$ cat config.mk
export PLATFORM = sky130hd
export DESIGN_NAME = irq_accept_ctrl
export DESIGN_NICKNAME = d
export VERILOG_FILES = /design/src/rtl/irq_pkg.sv /design/src/rtl/irq_arbiter.sv /design/src/rtl/irq_psw_reg.sv /design/src/rtl/irq_entry_seq.sv /design/src/rtl/irq_accept_ctrl.sv
export SDC_FILE = /design/constraint.sdc
export NUM_CORES = 1
export LEC_CHECK = 0
export BUFFER_PORTS_ARGS = -buffer_cell sky130_fd_sc_hd__buf_2
export CAP_MARGIN = 20
export CELL_PAD_IN_SITES_DETAIL_PLACEMENT = 0
export CELL_PAD_IN_SITES_GLOBAL_PLACEMENT = 1
export CORE_ASPECT_RATIO = 0.5
export CORE_UTILIZATION = 35
export CTS_CLUSTER_DIAMETER = 40
export DETAILED_ROUTE_END_ITERATION = 16
export PLACE_DENSITY_LB_ADDON = 0.1
export SLEW_MARGIN = 40
export SYNTH_ARGS = -nofsm -noshare
export SYNTH_HDL_FRONTEND = slang
export SYNTH_HIERARCHICAL = 1
export SYNTH_SLANG_ARGS = --single-unit
$ cat constraint.sdc
create_clock -name clk -period 9.8 [get_ports clk]
set_input_delay 1.96 -clock clk [delete_from_list [all_inputs] [get_ports clk]]
set_output_delay 1.96 -clock clk [all_outputs]
set_load 0.02 [all_outputs]
$ cat src/rtl/irq_pkg.sv
package irq_pkg;

  localparam int PSW_W        = 16;
  localparam int LVL_W        = 4;
  localparam int LVL_LSB      = 12;
  localparam int IEN_BIT      = 11;
  localparam int HOLD_BIT     = 10;
  localparam int XFER_MIN_LVL = 14;

  localparam logic [PSW_W-1:0] PSW_SPARE_MASK = 16'h0380;

  typedef enum logic {
    ST_IDLE = 1'b0,
    ST_PUSH = 1'b1
  } entry_st_e;

  function automatic logic [PSW_W-1:0] psw_clean(input logic [PSW_W-1:0] v);
    return v & ~PSW_SPARE_MASK;
  endfunction

endpackage

$ cat src/rtl/irq_arbiter.sv
module irq_arbiter
  import irq_pkg::*;
#(
  parameter int N_REQ = 4,
  parameter int IDX_W = (N_REQ > 1) ? $clog2(N_REQ) : 1
) (
  input  logic               clk,
  input  logic               rst_n,
  input  logic [N_REQ-1:0]   req_vld,
  input  logic [N_REQ*LVL_W-1:0] req_lvl,
  input  logic [N_REQ-1:0]   req_xfer,
  input  logic [LVL_W-1:0]   cpu_lvl,
  input  logic               ien,
  output logic               win_any,
  output logic [IDX_W-1:0]   win_idx,
  output logic [LVL_W-1:0]   win_lvl,
  output logic               win_xfer
);

  logic [LVL_W-1:0] lvl_a [N_REQ];
  logic [N_REQ-1:0] elig;
  logic             best_flag;

  for (genvar g = 0; g < N_REQ; g++) begin : g_elig
    assign lvl_a[g] = req_lvl[g*LVL_W +: LVL_W];
    assign elig[g]  = ien & req_vld[g] & (lvl_a[g] > cpu_lvl);
  end

  // Linear scan: a later source only replaces the best on a strictly
  // higher level, so equal levels keep the lower index.
  always_comb begin
    win_any   = 1'b0;
    win_idx   = '0;
    win_lvl   = '0;
    best_flag = 1'b0;
    for (int i = 0; i < N_REQ; i++) begin
      if (elig[i] && (!win_any || (lvl_a[i] > win_lvl))) begin
        win_any   = 1'b1;
        win_idx   = IDX_W'(i);
        win_lvl   = lvl_a[i];
        best_flag = req_xfer[i];
      end
    end
  end

  assign win_xfer = win_any & best_flag & (win_lvl >= LVL_W'(XFER_MIN_LVL));

  for (genvar g = 0; g < N_REQ; g++) begin : g_chk
    // no eligible source outranks the winner
    a_r4_winner_max: assert property (@(posedge clk) disable iff (!rst_n)
      elig[g] |-> (win_any && (win_lvl >= lvl_a[g])));
    // ties go to the lowest index
    a_r4_tie_low: assert property (@(posedge clk) disable iff (!rst_n)
      (elig[g] && (lvl_a[g] == win_lvl)) |-> (int'(win_idx) <= g));
  end

endmodule

$ cat src/rtl/irq_psw_reg.sv
module irq_psw_reg
  import irq_pkg::*;
(
  input  logic             clk,
  input  logic             rst_n,
  input  logic             ld_sw,
  input  logic [PSW_W-1:0] sw_data,
  input  logic             ld_pop,
  input  logic [PSW_W-1:0] pop_data,
  input  logic             ld_lvl,
  input  logic [LVL_W-1:0] new_lvl,
  output logic [PSW_W-1:0] psw_q
);

  logic [PSW_W-1:0] psw_d;
  logic             psw_en;

  assign psw_en = ld_sw | ld_pop | ld_lvl;

  always_comb begin
    psw_d = psw_q;
    if (ld_sw) begin
      psw_d = psw_clean(sw_data);
    end else if (ld_pop) begin
      psw_d = psw_clean(pop_data);
    end else if (ld_lvl) begin
      psw_d[LVL_LSB +: LVL_W] = new_lvl;
    end
  end

  always_ff @(posedge clk or negedge rst_n) begin
    if (!rst_n) begin
      psw_q <= '0;
    end else if (psw_en) begin
      psw_q <= psw_d;
    end
  end

  // spare bits never hold a one
  a_r8_spare_zero: assert property (@(posedge clk) disable iff (!rst_n)
    (psw_q & PSW_SPARE_MASK) == '0);

  // a level load touches only the level field
  a_r5_lvl_only: assert property (@(posedge clk) disable iff (!rst_n)
    (ld_lvl && !ld_sw && !ld_pop) |=>
      (psw_q[LVL_LSB-1:0] == $past(psw_q[LVL_LSB-1:0])));

endmodule

$ cat src/rtl/irq_entry_seq.sv
module irq_entry_seq
  import irq_pkg::*;
#(
  parameter int IDX_W = 2
) (
  input  logic             clk,
  input  logic             rst_n,
  input  logic             svc_start,
  input  logic [IDX_W-1:0] win_idx,
  input  logic [LVL_W-1:0] win_lvl,
  input  logic             push_rdy,
  output logic             busy,
  output logic             push_vld,
  output logic             done,
  output logic [IDX_W-1:0] held_idx,
  output logic [LVL_W-1:0] held_lvl
);

  entry_st_e        st_q, st_d;
  logic             hold_en_w;

  always_comb begin
    st_d = st_q;
    unique case (st_q)
      ST_IDLE: if (svc_start) st_d = ST_PUSH;
      ST_PUSH: if (push_rdy)  st_d = ST_IDLE;
      default: st_d = ST_IDLE;
    endcase
  end

  assign hold_en_w = (st_q == ST_IDLE) & svc_start;

  always_ff @(posedge clk or negedge rst_n) begin
    if (!rst_n) begin
      st_q <= ST_IDLE;
    end else begin
      st_q <= st_d;
    end
  end

  always_ff @(posedge clk or negedge rst_n) begin
    if (!rst_n) begin
      held_idx <= '0;
      held_lvl <= '0;
    end else if (hold_en_w) begin
      held_idx <= win_idx;
      held_lvl <= win_lvl;
    end
  end

  assign busy     = (st_q == ST_PUSH);
  assign push_vld = busy;
  assign done     = busy & push_rdy;

  // the latched winner stays fixed while the push waits
  a_r5_held_stable: assert property (@(posedge clk) disable iff (!rst_n)
    (busy && !push_rdy) |=> (busy && $stable(held_idx) && $stable(held_lvl)));

endmodule

$ cat src/rtl/irq_accept_ctrl.sv
module irq_accept_ctrl
  import irq_pkg::*;
#(
  parameter int N_REQ = 4,
  parameter int IDX_W = (N_REQ > 1) ? $clog2(N_REQ) : 1
) (
  input  logic                   clk,
  input  logic                   rst_n,
  input  logic [N_REQ-1:0]       req_vld,
  input  logic [N_REQ*LVL_W-1:0] req_lvl,
  input  logic [N_REQ-1:0]       req_xfer,
  input  logic                   psw_we,
  input  logic [PSW_W-1:0]       psw_wdata,
  input  logic                   ret_stb,
  input  logic [PSW_W-1:0]       pop_data,
  input  logic                   push_rdy,
  output logic                   ack_vld,
  output logic [IDX_W-1:0]       ack_idx,
  output logic                   ack_xfer,
  output logic                   push_vld,
  output logic [PSW_W-1:0]       push_data,
  output logic [PSW_W-1:0]       psw,
  output logic                   hold_en
);

  logic [1:0]       rst_sync_q;
  logic             rst_i_n;
  logic [PSW_W-1:0] psw_q;
  logic             win_any, win_xfer;
  logic [IDX_W-1:0] win_idx, held_idx;
  logic [LVL_W-1:0] win_lvl, held_lvl;
  logic             busy, done, idle;
  logic             xfer_go, svc_start;
  logic             ld_sw, ld_pop;

  // Asynchronous assertion, synchronous release
  always_ff @(posedge clk or negedge rst_n) begin
    if (!rst_n) begin
      rst_sync_q <= 2'b00;
    end else begin
      rst_sync_q <= {rst_sync_q[0], 1'b1};
    end
  end
  assign rst_i_n = rst_sync_q[1];

  irq_arbiter #(.N_REQ(N_REQ), .IDX_W(IDX_W)) u_arb (
    .clk      (clk),
    .rst_n    (rst_i_n),
    .req_vld  (req_vld),
    .req_lvl  (req_lvl),
    .req_xfer (req_xfer),
    .cpu_lvl  (psw_q[LVL_LSB +: LVL_W]),
    .ien      (psw_q[IEN_BIT]),
    .win_any  (win_any),
    .win_idx  (win_idx),
    .win_lvl  (win_lvl),
    .win_xfer (win_xfer)
  );

  assign idle      = ~busy;
  assign xfer_go   = idle & win_any & win_xfer;
  assign svc_start = idle & win_any & ~win_xfer & ~psw_we & ~ret_stb;
  assign ld_sw     = idle & psw_we;
  assign ld_pop    = idle & ret_stb & ~psw_we;

  irq_entry_seq #(.IDX_W(IDX_W)) u_seq (
    .clk       (clk),
    .rst_n     (rst_i_n),
    .svc_start (svc_start),
    .win_idx   (win_idx),
    .win_lvl   (win_lvl),
    .push_rdy  (push_rdy),
    .busy      (busy),
    .push_vld  (push_vld),
    .done      (done),
    .held_idx  (held_idx),
    .held_lvl  (held_lvl)
  );

  irq_psw_reg u_psw (
    .clk      (clk),
    .rst_n    (rst_i_n),
    .ld_sw    (ld_sw),
    .sw_data  (psw_wdata),
    .ld_pop   (ld_pop),
    .pop_data (pop_data),
    .ld_lvl   (done),
    .new_lvl  (held_lvl),
    .psw_q    (psw_q)
  );

  assign ack_vld   = xfer_go | done;
  assign ack_idx   = done ? held_idx : win_idx;
  assign ack_xfer  = xfer_go;
  assign push_data = psw_q;
  assign psw       = psw_q;
  assign hold_en   = psw_q[HOLD_BIT];

  // an immediate grant is for a level above the CPU level
  a_r2_above_level: assert property (@(posedge clk) disable iff (!rst_i_n)
    ack_xfer |-> (req_lvl[int'(ack_idx)*LVL_W +: LVL_W] > psw_q[LVL_LSB +: LVL_W]));

  // global enable off blocks every acknowledge
  a_r3_enable_gate: assert property (@(posedge clk) disable iff (!rst_i_n)
    !psw_q[IEN_BIT] |-> !ack_vld);

  // pushed word and offer hold until the stack takes it
  a_r5_push_hold: assert property (@(posedge clk) disable iff (!rst_i_n)
    (push_vld && !push_rdy) |=> (push_vld && $stable(push_data)));

  // level field follows the served request after the push
  a_r5_level_load: assert property (@(posedge clk) disable iff (!rst_i_n)
    (ack_vld && !ack_xfer) |=> (psw_q[LVL_LSB +: LVL_W] == $past(held_lvl)));

  // a transfer grant leaves the status word alone
  a_r6_xfer_keeps_psw: assert property (@(posedge clk) disable iff (!rst_i_n)
    (ack_xfer && !psw_we && !ret_stb) |=> $stable(psw_q));

  // only the two top levels may be granted as transfers
  a_r7_xfer_top_only: assert property (@(posedge clk) disable iff (!rst_i_n)
    ack_xfer |-> (req_lvl[int'(ack_idx)*LVL_W +: LVL_W] >= LVL_W'(XFER_MIN_LVL)));

  // a lone return strobe restores the popped word
  a_r9_return_load: assert property (@(posedge clk) disable iff (!rst_i_n)
    (ret_stb && !psw_we && !push_vld) |=>
      (psw_q == ($past(pop_data) & ~PSW_SPARE_MASK)));

  // strobes are ignored while the push waits
  a_r10_busy_ignores: assert property (@(posedge clk) disable iff (!rst_i_n)
    (push_vld && !push_rdy) |=> $stable(psw_q));

  // a strobe cycle starts no entry
  a_r10_no_start: assert property (@(posedge clk) disable iff (!rst_i_n)
    (!push_vld && (psw_we || ret_stb)) |=> !push_vld);

endmodule

==> impl_metrics.csv, run 1 <==
group,metric,value,unit
logic_synthesis,synth_area_leaders,"dfrtp_1, ha_1, buf_4, mux2_4, mux2i_1",
critical_path,crit_path_end_kind,"output port",
grt,grt_pass1_vias,1689,
logic_synthesis,synth_area,0.00219,mm^2
logic_synthesis,yosysUniqueCellTypes,47,
logic_synthesis,async_flop_share,100,%
clock_network,cts_root_buffer,"clkbuf_16",
detailed_routing,drt-initial-drc-count,71,
detailed_routing,wirelength,5270,um
floorplanning,chipWidth,114,um
final_layout,diodes,0,
critical_path,critical_path_class,"input port to output port",
detailed_routing,postRouteAntennaNets,0,
floorplanning,placementRows,19,
detailed_routing,wl_per_cell,14.0,um
logic_synthesis,ys_ff_latch,22,
clock_network,cts_tree,"done",
detailed_routing,via_per_inst,4.91,
final_layout,area_delta_synth_final,25.4,%
power_and_ir_drop,leakagePower,1.39,nW
grt,antenna_found_initial,0,
worst_hold_path,hold_path_class,"register to asynchronous set/reset pin",
logic_synthesis,seq_area_frac_synth,25.1,%
sta,post-route-period-util,96.8,%
placement,routabilityCongestion,0.836,
sta,setup_slack,0.311,ns
clock_network,clk_pin_slew,0.06,ns
placement,post-dp-hpwl,4180,um
logic_synthesis,yosys_warnings,6,
sta,fmax,105,MHz
placement,pre_cts_slack,0.178,ns
sta,min_period,9.49,ns
run_status,status,"complete, no violations",
clock_network,clk_latency,0.25,ns
critical_path,required,7.84,ns
floorplanning,io_pins,99,
critical_path,path_max_fanout,7,
sta,tightest_slew,0.758,ns
sta,finalSetupViolations,0,
logic_synthesis,avgSynthCellArea,9.75,um^2
logic_synthesis,synth_top_cell_by_area,"dfrtp_1",
floorplanning,initial_core_util,38.1,%
floorplanning,die_y,58.0,um
power_and_ir_drop,power_density,255,mW/mm^2
sta,slew-limit-headroom,49.4,%
floorplanning,core,0.00575,mm^2
logic_synthesis,syn_inst,225,
grt,gr-total-overflow,0,
clock_network,h-tree-depth,1,
grt,track_usage,15.8,%
placement,port_buffers,86,
job,cap_violations,0,
clock_network,cts-hold-fix-buffers,0,
sta,finalMaxSlewViolations,0,
critical_path,crit_top_cell,"ha_1",
logic_synthesis,synth_edf_count,0,
logic_synthesis,synth.top_cell.area_share,25.1,%
sta,finalHoldViolCount,0,
detailed_routing,drtPass1Iterations,4,
detailed_routing,drcViolationCount,0,
final_layout,fin_nets,383,
critical_path,cp-start-kind,"input port",
critical_path,crit_path_max_incr_delay,0.39,ns
sta,skew,0.00286,ns
placement,place_area,0.00256,mm^2
clock_network,numCtsBuffers,3,
detailed_routing,dr_total_vias,1850,
critical_path,reg2reg_depth,30,
logic_synthesis,ys.flop_type,"dfrtp_1",
grt,grt_max_degree,32,
power_and_ir_drop,ir_drop,0.134,mV
final_layout,layout-drive-gt1-share,43.7,%
final_layout,stdcell_area,0.00275,mm^2
clock_network,cts_num_sinks,22,
critical_path,slowest_stage,"mux2_2",
grt,grt_first_pass_wirelength,8160,um
critical_path,arrival,7.53,ns
floorplanning,die_area,0.00661,mm^2
clock_network,clockBufferDepth,2,
kinds of logic (layout without fill, tap and decap cells):
group	count (synthesis)	count (layout)	synth area share [%]
AND/OR/NAND/NOR	56	56	14.7
multiplexers	28	28	15.2
adder cells (fa/ha/maj)	28	28	16.0
AO/OA/AOI/OAI	48	48	17.2
other	2	4	0.342
flip-flops	22	22	25.1
buffers and inverters	41	107	11.6
flip-flops by register name, indices dropped and copies added, names as in the netlist:
signal / count
u_seq/busy: 1
rst_sync_q: 2
u_seq/held_lvl: 4
u_seq/held_idx: 2
u_psw/psw_q: 13
cell type report:
cell class | count | area [um^2]
multi-input combinational | 164 | 1480
inverter | 14 | 52.6
timing repair buffer | 89 | 457
clock inverter | 1 | 30.0
fill | 578 | 3000
sequential | 22 | 552
clock buffer | 3 | 75.1
tap | 84 | 105
synth_stat cells (2+ instances only):
library cell	instances
inv_1	14
conb_1	2
ha_1	28
a21oi_1	8
o211ai_1	3
a211o_1	4
buf_2	2
buf_6	2
nand2_1	18
nor2b_1	7
mux2i_1	12
and4_1	2
o21ai_2	2
nand2b_1	3
or3b_1	4
or2b_1	3
nand4_1	4
mux2_2	7
nor2_1	3
dfrtp_1	22
mux2_4	9
a32o_1	5
o21ai_0	11
buf_4	22
nand3_1	3
o21a_1	2
a32oi_1	3
cell usage in the layout, fill, tap and decap left out, drive strengths merged, types with 4 or more instances in the layout:
cell	synthesis	final
buf	26	89
ha	28	28
dfrtp	22	22
nand2	18	18
mux2	16	16
inv	14	14
o21ai	13	13
mux2i	12	12
a21oi	9	9
nor2b	7	7
a32o	5	5
conb	2	4
nand4	4	4
a211o	4	4
or3b	4	4
nor2	4	4
path summary, 6_finish.rpt:
| check | start | to | slack, ns |
|---|---|---|---|
| min in group clk | rst_sync_q[0] | rst_sync_q[1] | 0.35 |
| max reg2reg | u_psw/psw_q[13] | u_seq/held_lvl[2] | 2.92 |
| min reg2reg | rst_sync_q[1] | u_psw/psw_q[4] | 0.21 |
| max | req_lvl[1] | ack_vld | 0.31 |
| min | rst_sync_q[1] | u_psw/psw_q[4] | 0.21 |
| max in group asynchronous | rst_n | rst_sync_q[1] | 8.22 |
power breakdown:
part | internal (mW) | switching [mW]
logic | 0.184 | 0.248
clock network | 0.0811 | 0.0325
registers | 0.122 | 0.0346
total | 0.387 | 0.315
per-stage QoR:
stage                     power [mW]  setup TNS [ns]  std cells  hold WS [ns]  utilization, %
after floorplan                0.487               0        227         0.253               -
after global placement         0.559               0        372         0.334            44.4
after detailed placement       0.568               0        372         0.338            44.4
after CTS                      0.686               0        376         0.352            46.3
after global routing           0.762         -0.0166        377         0.254            47.8
final                          0.702               0        377         0.209            47.8
worst max-delay path, delay by kind of cell:
kind | cells | cell delay [ns]
AOI/OAI and AO/OA | 13 | 2.33
adders and majority gates | 4 | 1.12
and+or+nand+nor | 8 | 1.11
muxes | 2 | 0.66
buffers and inverters | 3 | 0.35
repair_timing:
action                     4_1_cts  5_1_grt
hold endpoints to repair         0        0
resized for setup                0       17
setup buffers                    0        1
setup endpoints to repair        0        2
routing by layer:
metal	vias to the layer above	global-route usage [%]	wire length, um
li1	933	-	-
met5	-	0	0
met4	0	3.90	31
met2	57	25.3	2250
met1	856	22.9	2710
met3	4	1.78	281
No activity file was read; power rests on OpenSTA's default activity.
==> run 2: changes to the inputs <==
- REMOVE_ABC_BUFFERS: default -> 1
==> impl_metrics.csv, run 2 (same netlist as run 1, synthesis figures left out) <==
group,metric,value,unit
grt,antenna_found_initial,0,
floorplanning,die_y,58.0,um
clock_network,cts-hold-fix-buffers,0,
critical_path,crit_path_end_kind,"output port",
sta,finalSetupViolations,0,
final_layout,layout-drive-gt1-share,43.5,%
critical_path,crit_top_cell,"ha_1",
floorplanning,placementRows,19,
final_layout,layout_common_cells,"buf_2, ha_1, dfrtp_1, nand2_1, inv_1",
grt,gr-total-overflow,0,
sta,finalMaxSlewViolations,0,
power_and_ir_drop,power_density,247,mW/mm^2
final_layout,ff_latch_area,552,um^2
detailed_routing,dr_total_vias,1823,
worst_hold_path,hold_path_class,"register to asynchronous set/reset pin",
sta,fmax,105,MHz
detailed_routing,postRouteAntennaNets,0,
clock_network,clockBufferDepth,2,
placement,routabilityCongestion,0.746,
detailed_routing,drcViolationCount,0,
placement,pre_cts_slack,0.154,ns
critical_path,slowest_stage,"mux2_2",
critical_path,critical_path_class,"input port to output port",
grt,track_usage,16.1,%
grt,grt_first_pass_wirelength,8300,um
power_and_ir_drop,ir_drop,0.120,mV
critical_path,cp-start-kind,"input port",
clock_network,h-tree-depth,1,
grt,grt_pass1_vias,1770,
final_layout,layout_commonest_cell,"buf_2",
final_layout,fin_nets,384,
critical_path,crit_path_max_incr_delay,0.35,ns
floorplanning,initial_core_util,38.1,%
clock_network,cts_tree,"done",
final_layout,diodes,0,
sta,post-route-period-util,97.1,%
final_layout,multi_input_area,0.00144,mm^2
job,cap_violations,0,
critical_path,reg2reg_depth,31,
clock_network,clk_pin_slew,0.06,ns
grt,grt_max_degree,32,
clock_network,numCtsBuffers,3,
detailed_routing,via_per_inst,4.82,
sta,slew-limit-headroom,47.4,%
final_layout,top_register,"u_psw/psw_q",
sta,min_period,9.51,ns
detailed_routing,drt-initial-drc-count,96,
final_layout,fillers,595,
sta,tightest_slew,0.786,ns
power_and_ir_drop,leakagePower,1.37,nW
detailed_routing,drtPass1Iterations,4,
detailed_routing,wirelength,5120,um
final_layout,largest_reg_flops,13,
sta,setup_slack,0.288,ns
run_status,status,"complete, no violations",
floorplanning,chipWidth,114,um
final_layout,area_delta_synth_final,23.3,%
sta,skew,0.00399,ns
final_layout,reg.largest.list,"u_psw/psw_q: 13 flops, u_seq/held_lvl: 4 flops",
critical_path,required,7.84,ns
clock_network,clk_latency,0.25,ns
placement,place_inst,372,
critical_path,arrival,7.55,ns
sta,finalHoldViolCount,0,
critical_path,path_max_fanout,7,
clock_network,cts_num_sinks,22,
floorplanning,io_pins,99,
detailed_routing,wl_per_cell,13.5,um
placement,port_buffers,86,
clock_network,cts_root_buffer,"clkbuf_16",
floorplanning,die_area,0.00661,mm^2
final_layout,stdcell_count,378,
placement,post-dp-hpwl,4200,um
final_layout,utilization,47.0,%
floorplanning,core,0.00575,mm^2
## run 2: stage by stage
stage	power [mW]	setup TNS, ns	area [um^2]	hold slack [ns]
6_report	0.667	0	2710	0.209
5_1_grt	0.723	-0.0151	2710	0.258
4_1_cts	0.663	0	2650	0.352
3_5_place_dp	0.566	0	2560	0.339
3_3_place_gp	0.559	0	2560	0.335
2_1_floorplan	0.440	0	2000	0.253
## run 2: area by class of cell
| type | count | share of cell area (%) |
|---|---|---|
| Clock buffer | 4 | 3.28 |
| Timing Repair Buffer | 90 | 17.2 |
| Inverter | 14 | 1.94 |
| Multi-Input combinational cell | 164 | 53.3 |
| Sequential cell | 22 | 20.4 |
| Tap cell | 84 | 3.89 |
## run 2: critical path: cells and delay by family
family	cells	cell delay, ns
multiplexers	2	0.62
adder cells (fa/ha/maj)	4	1.09
buffers and inverters	4	0.52
AO/OA/AOI/OAI	13	2.20
AND/OR/NAND/NOR	8	1.16
## run 2: layer usage
metal | share of wire (%) | global-route usage (%) | vias up
met5 | 0 | 0 | -
met3 | 6.3 | 3.45 | 2
met4 | 0.31 | 2.97 | 0
met1 | 50 | 22.1 | 832
met2 | 44 | 26.5 | 58
li1 | - | - | 931
## run 2: power by group
part | internal [mW] | leakage (nW) | total [mW] | switching, mW
clock | 0.0623 | 0.0442 | 0.0942 | 0.0319
combinational | 0.177 | 1.05 | 0.416 | 0.239
sequential | 0.122 | 0.272 | 0.156 | 0.0337
## run 2: what timing repair did
item	4_1_cts	5_1_grt
buffers inserted	0	2
gates resized for setup	0	9
setup endpoints to repair	0	2
## run 2: worst paths after layout
check / endpoint / slack [ns] / start
worst max-delay path: ack_vld / 0.29 / req_lvl[1]
worst min-delay path: u_seq/busy / 0.21 / rst_sync_q[1]
worst max register to register: u_seq/held_lvl[0] / 2.90 / u_psw/psw_q[13]
worst min register to register: u_seq/busy / 0.21 / rst_sync_q[1]
max in group asynchronous: rst_sync_q[1] / 8.21 / rst_n
min in group clk: rst_sync_q[1] / 0.35 / rst_sync_q[0]
==> run 3: changes to the inputs <==
- PLACE_DENSITY: default -> 0.83
- PLACE_DENSITY_LB_ADDON: 0.1 -> default
==> impl_metrics.csv, run 3 (same netlist as run 1, synthesis figures left out) <==
group,metric,value,unit
run_status,status,"complete, no violations",
sta,post-route-period-util,97.6,%
floorplanning,core,0.00575,mm^2
sta,slew-limit-headroom,50.2,%
floorplanning,die_area,0.00661,mm^2
critical_path,cp_top_family,"compound AO/OA/AOI/OAI gates",
final_layout,top_register,"u_psw/psw_q",
power_and_ir_drop,p_total,668,uW
detailed_routing,drtPass1Iterations,4,
power_and_ir_drop,ir_drop,0.112,mV
clock_network,h-tree-depth,1,
placement,routabilityCongestion,0.822,
grt,gr-total-overflow,0,
grt,antenna_found_initial,0,
detailed_routing,met2_length,2550,um
power_and_ir_drop,power_density,246,mW/mm^2
grt,track_usage,16.5,%
sta,tightest_slew,0.744,ns
worst_hold_path,hold_path_class,"register to asynchronous set/reset pin",
detailed_routing,wirelength,5250,um
final_layout,fillers,566,
placement,post-dp-hpwl,4180,um
sta,setup_slack,0.235,ns
floorplanning,io_pins,99,
clock_network,clk_pin_slew,0.06,ns
sta,fmax,105,MHz
critical_path,cp-start-kind,"input port",
grt,grt_first_pass_wirelength,8620,um
final_layout,area_delta_synth_final,23.6,%
floorplanning,die_y,58.0,um
power_and_ir_drop,leakagePower,1.36,nW
critical_path,arrival,7.60,ns
floorplanning,initial_core_util,38.1,%
grt,grt_pass1_vias,1886,
grt,grt_max_degree,32,
sta,min_period,9.56,ns
clock_network,cts_tree,"done",
sta,finalMaxSlewViolations,0,
clock_network,clk_latency,0.25,ns
placement,pre_cts_slack,0.132,ns
sta,skew,0.00190,ns
clock_network,cts_root_buffer,"clkbuf_16",
final_layout,fin_nets,385,
job,cap_violations,0,
clock_network,cts_num_sinks,22,
final_layout,diodes,0,
sta,finalSetupViolations,0,
detailed_routing,via_per_inst,4.90,
final_layout,layout-drive-gt1-share,43.5,%
detailed_routing,wl_per_cell,13.9,um
critical_path,required,7.84,ns
critical_path,critical_path_class,"input port to output port",
critical_path,slowest_stage,"mux2_2",
detailed_routing,top_layer,"met4",
detailed_routing,drcViolationCount,0,
final_layout,largest_reg_flops,13,
floorplanning,placementRows,19,
critical_path,crit_path_end_kind,"output port",
clock_network,numCtsBuffers,3,
detailed_routing,drt-initial-drc-count,52,
placement,port_buffers,86,
critical_path,r2r-start,"u_psw/psw_q[13]",
detailed_routing,postRouteAntennaNets,0,
final_layout,reg.largest.list,"u_psw/psw_q: 13 flops, u_seq/held_lvl: 4 flops",
critical_path,path_max_fanout,6,
critical_path,startpoint,"req_lvl[1]",
detailed_routing,dr_total_vias,1851,
final_layout,layout_common_cells,"buf_2, ha_1, dfrtp_1, nand2_1, inv_1",
final_layout,layout_commonest_cell,"buf_2",
clock_network,clockBufferDepth,2,
critical_path,cp_num_buf_inv,5,
clock_network,cts-hold-fix-buffers,0,
floorplanning,chipWidth,114,um
detailed_routing,wl_met1,2410,um
sta,finalHoldViolCount,0,
critical_path,reg2reg_slack,2.82,ns
critical_path,crit_path_max_incr_delay,0.34,ns
detailed_routing,dr_wl_met3,224,um
run 3: worst reg2reg max path: cells and delay by family (launching register included):
kind,cells,cell delay [ns]
mux,3,0.94
flops,1,0.41
simple gates,7,1.59
fa+ha+maj,4,1.08
compound gates,13,2.25
buf+inv,4,0.60
run 3: where the power goes:
part | internal [mW] | switching (mW)
logic | 0.182 | 0.246
clock network | 0.0538 | 0.0301
registers | 0.123 | 0.0337
run 3: layout make-up:
| type | count | area [um^2] | share of cell area (%) |
|---|---|---|---|
| clock buffer | 3 | 75.1 | 2.77 |
| inverter | 14 | 52.6 | 1.94 |
| multi-input combinational | 164 | 1460 | 53.8 |
| sequential | 22 | 552 | 20.3 |
| tap | 84 | 105 | 3.87 |
| timing repair buffer | 91 | 468 | 17.3 |
run 3: worst paths after layout:
check / endpoint / depth (start not counted)
max in group asynchronous: rst_sync_q[1] / 1
hold / removal: u_psw/psw_q[2] / 0
setup reg to reg: u_seq/held_lvl[3] / 31
min in group clk: rst_sync_q[1] / 0
hold reg to reg: u_psw/psw_q[2] / 0
setup / recovery: ack_vld / 31
run 3: stage by stage:
stage	area [um^2]	instances	utilization, %	hold WS (ns)	TNS (ns)
after floorplan	2000	200	-	0.253	0
after global placement	2560	373	44.6	0.338	0
after detailed placement	2560	373	44.6	0.336	0
after CTS	2640	376	45.9	0.350	0
after global routing	2710	378	47.2	0.259	-0.0703
final	2710	378	47.2	0.208	0
run 3: repair_timing:
item	4_1_cts	5_1_grt
setup buffers	0	2
setup endpoints to repair	0	2
gates resized for setup	0	10
run 3: layer usage:
| metal | vias up | global-route usage, % |
|---|---|---|
| met5 | - | 0 |
| met4 | 0 | 4.82 |
| met3 | 8 | 2.93 |
| met2 | 52 | 29.3 |
| met1 | 853 | 20.9 |
| li1 | 938 | - |
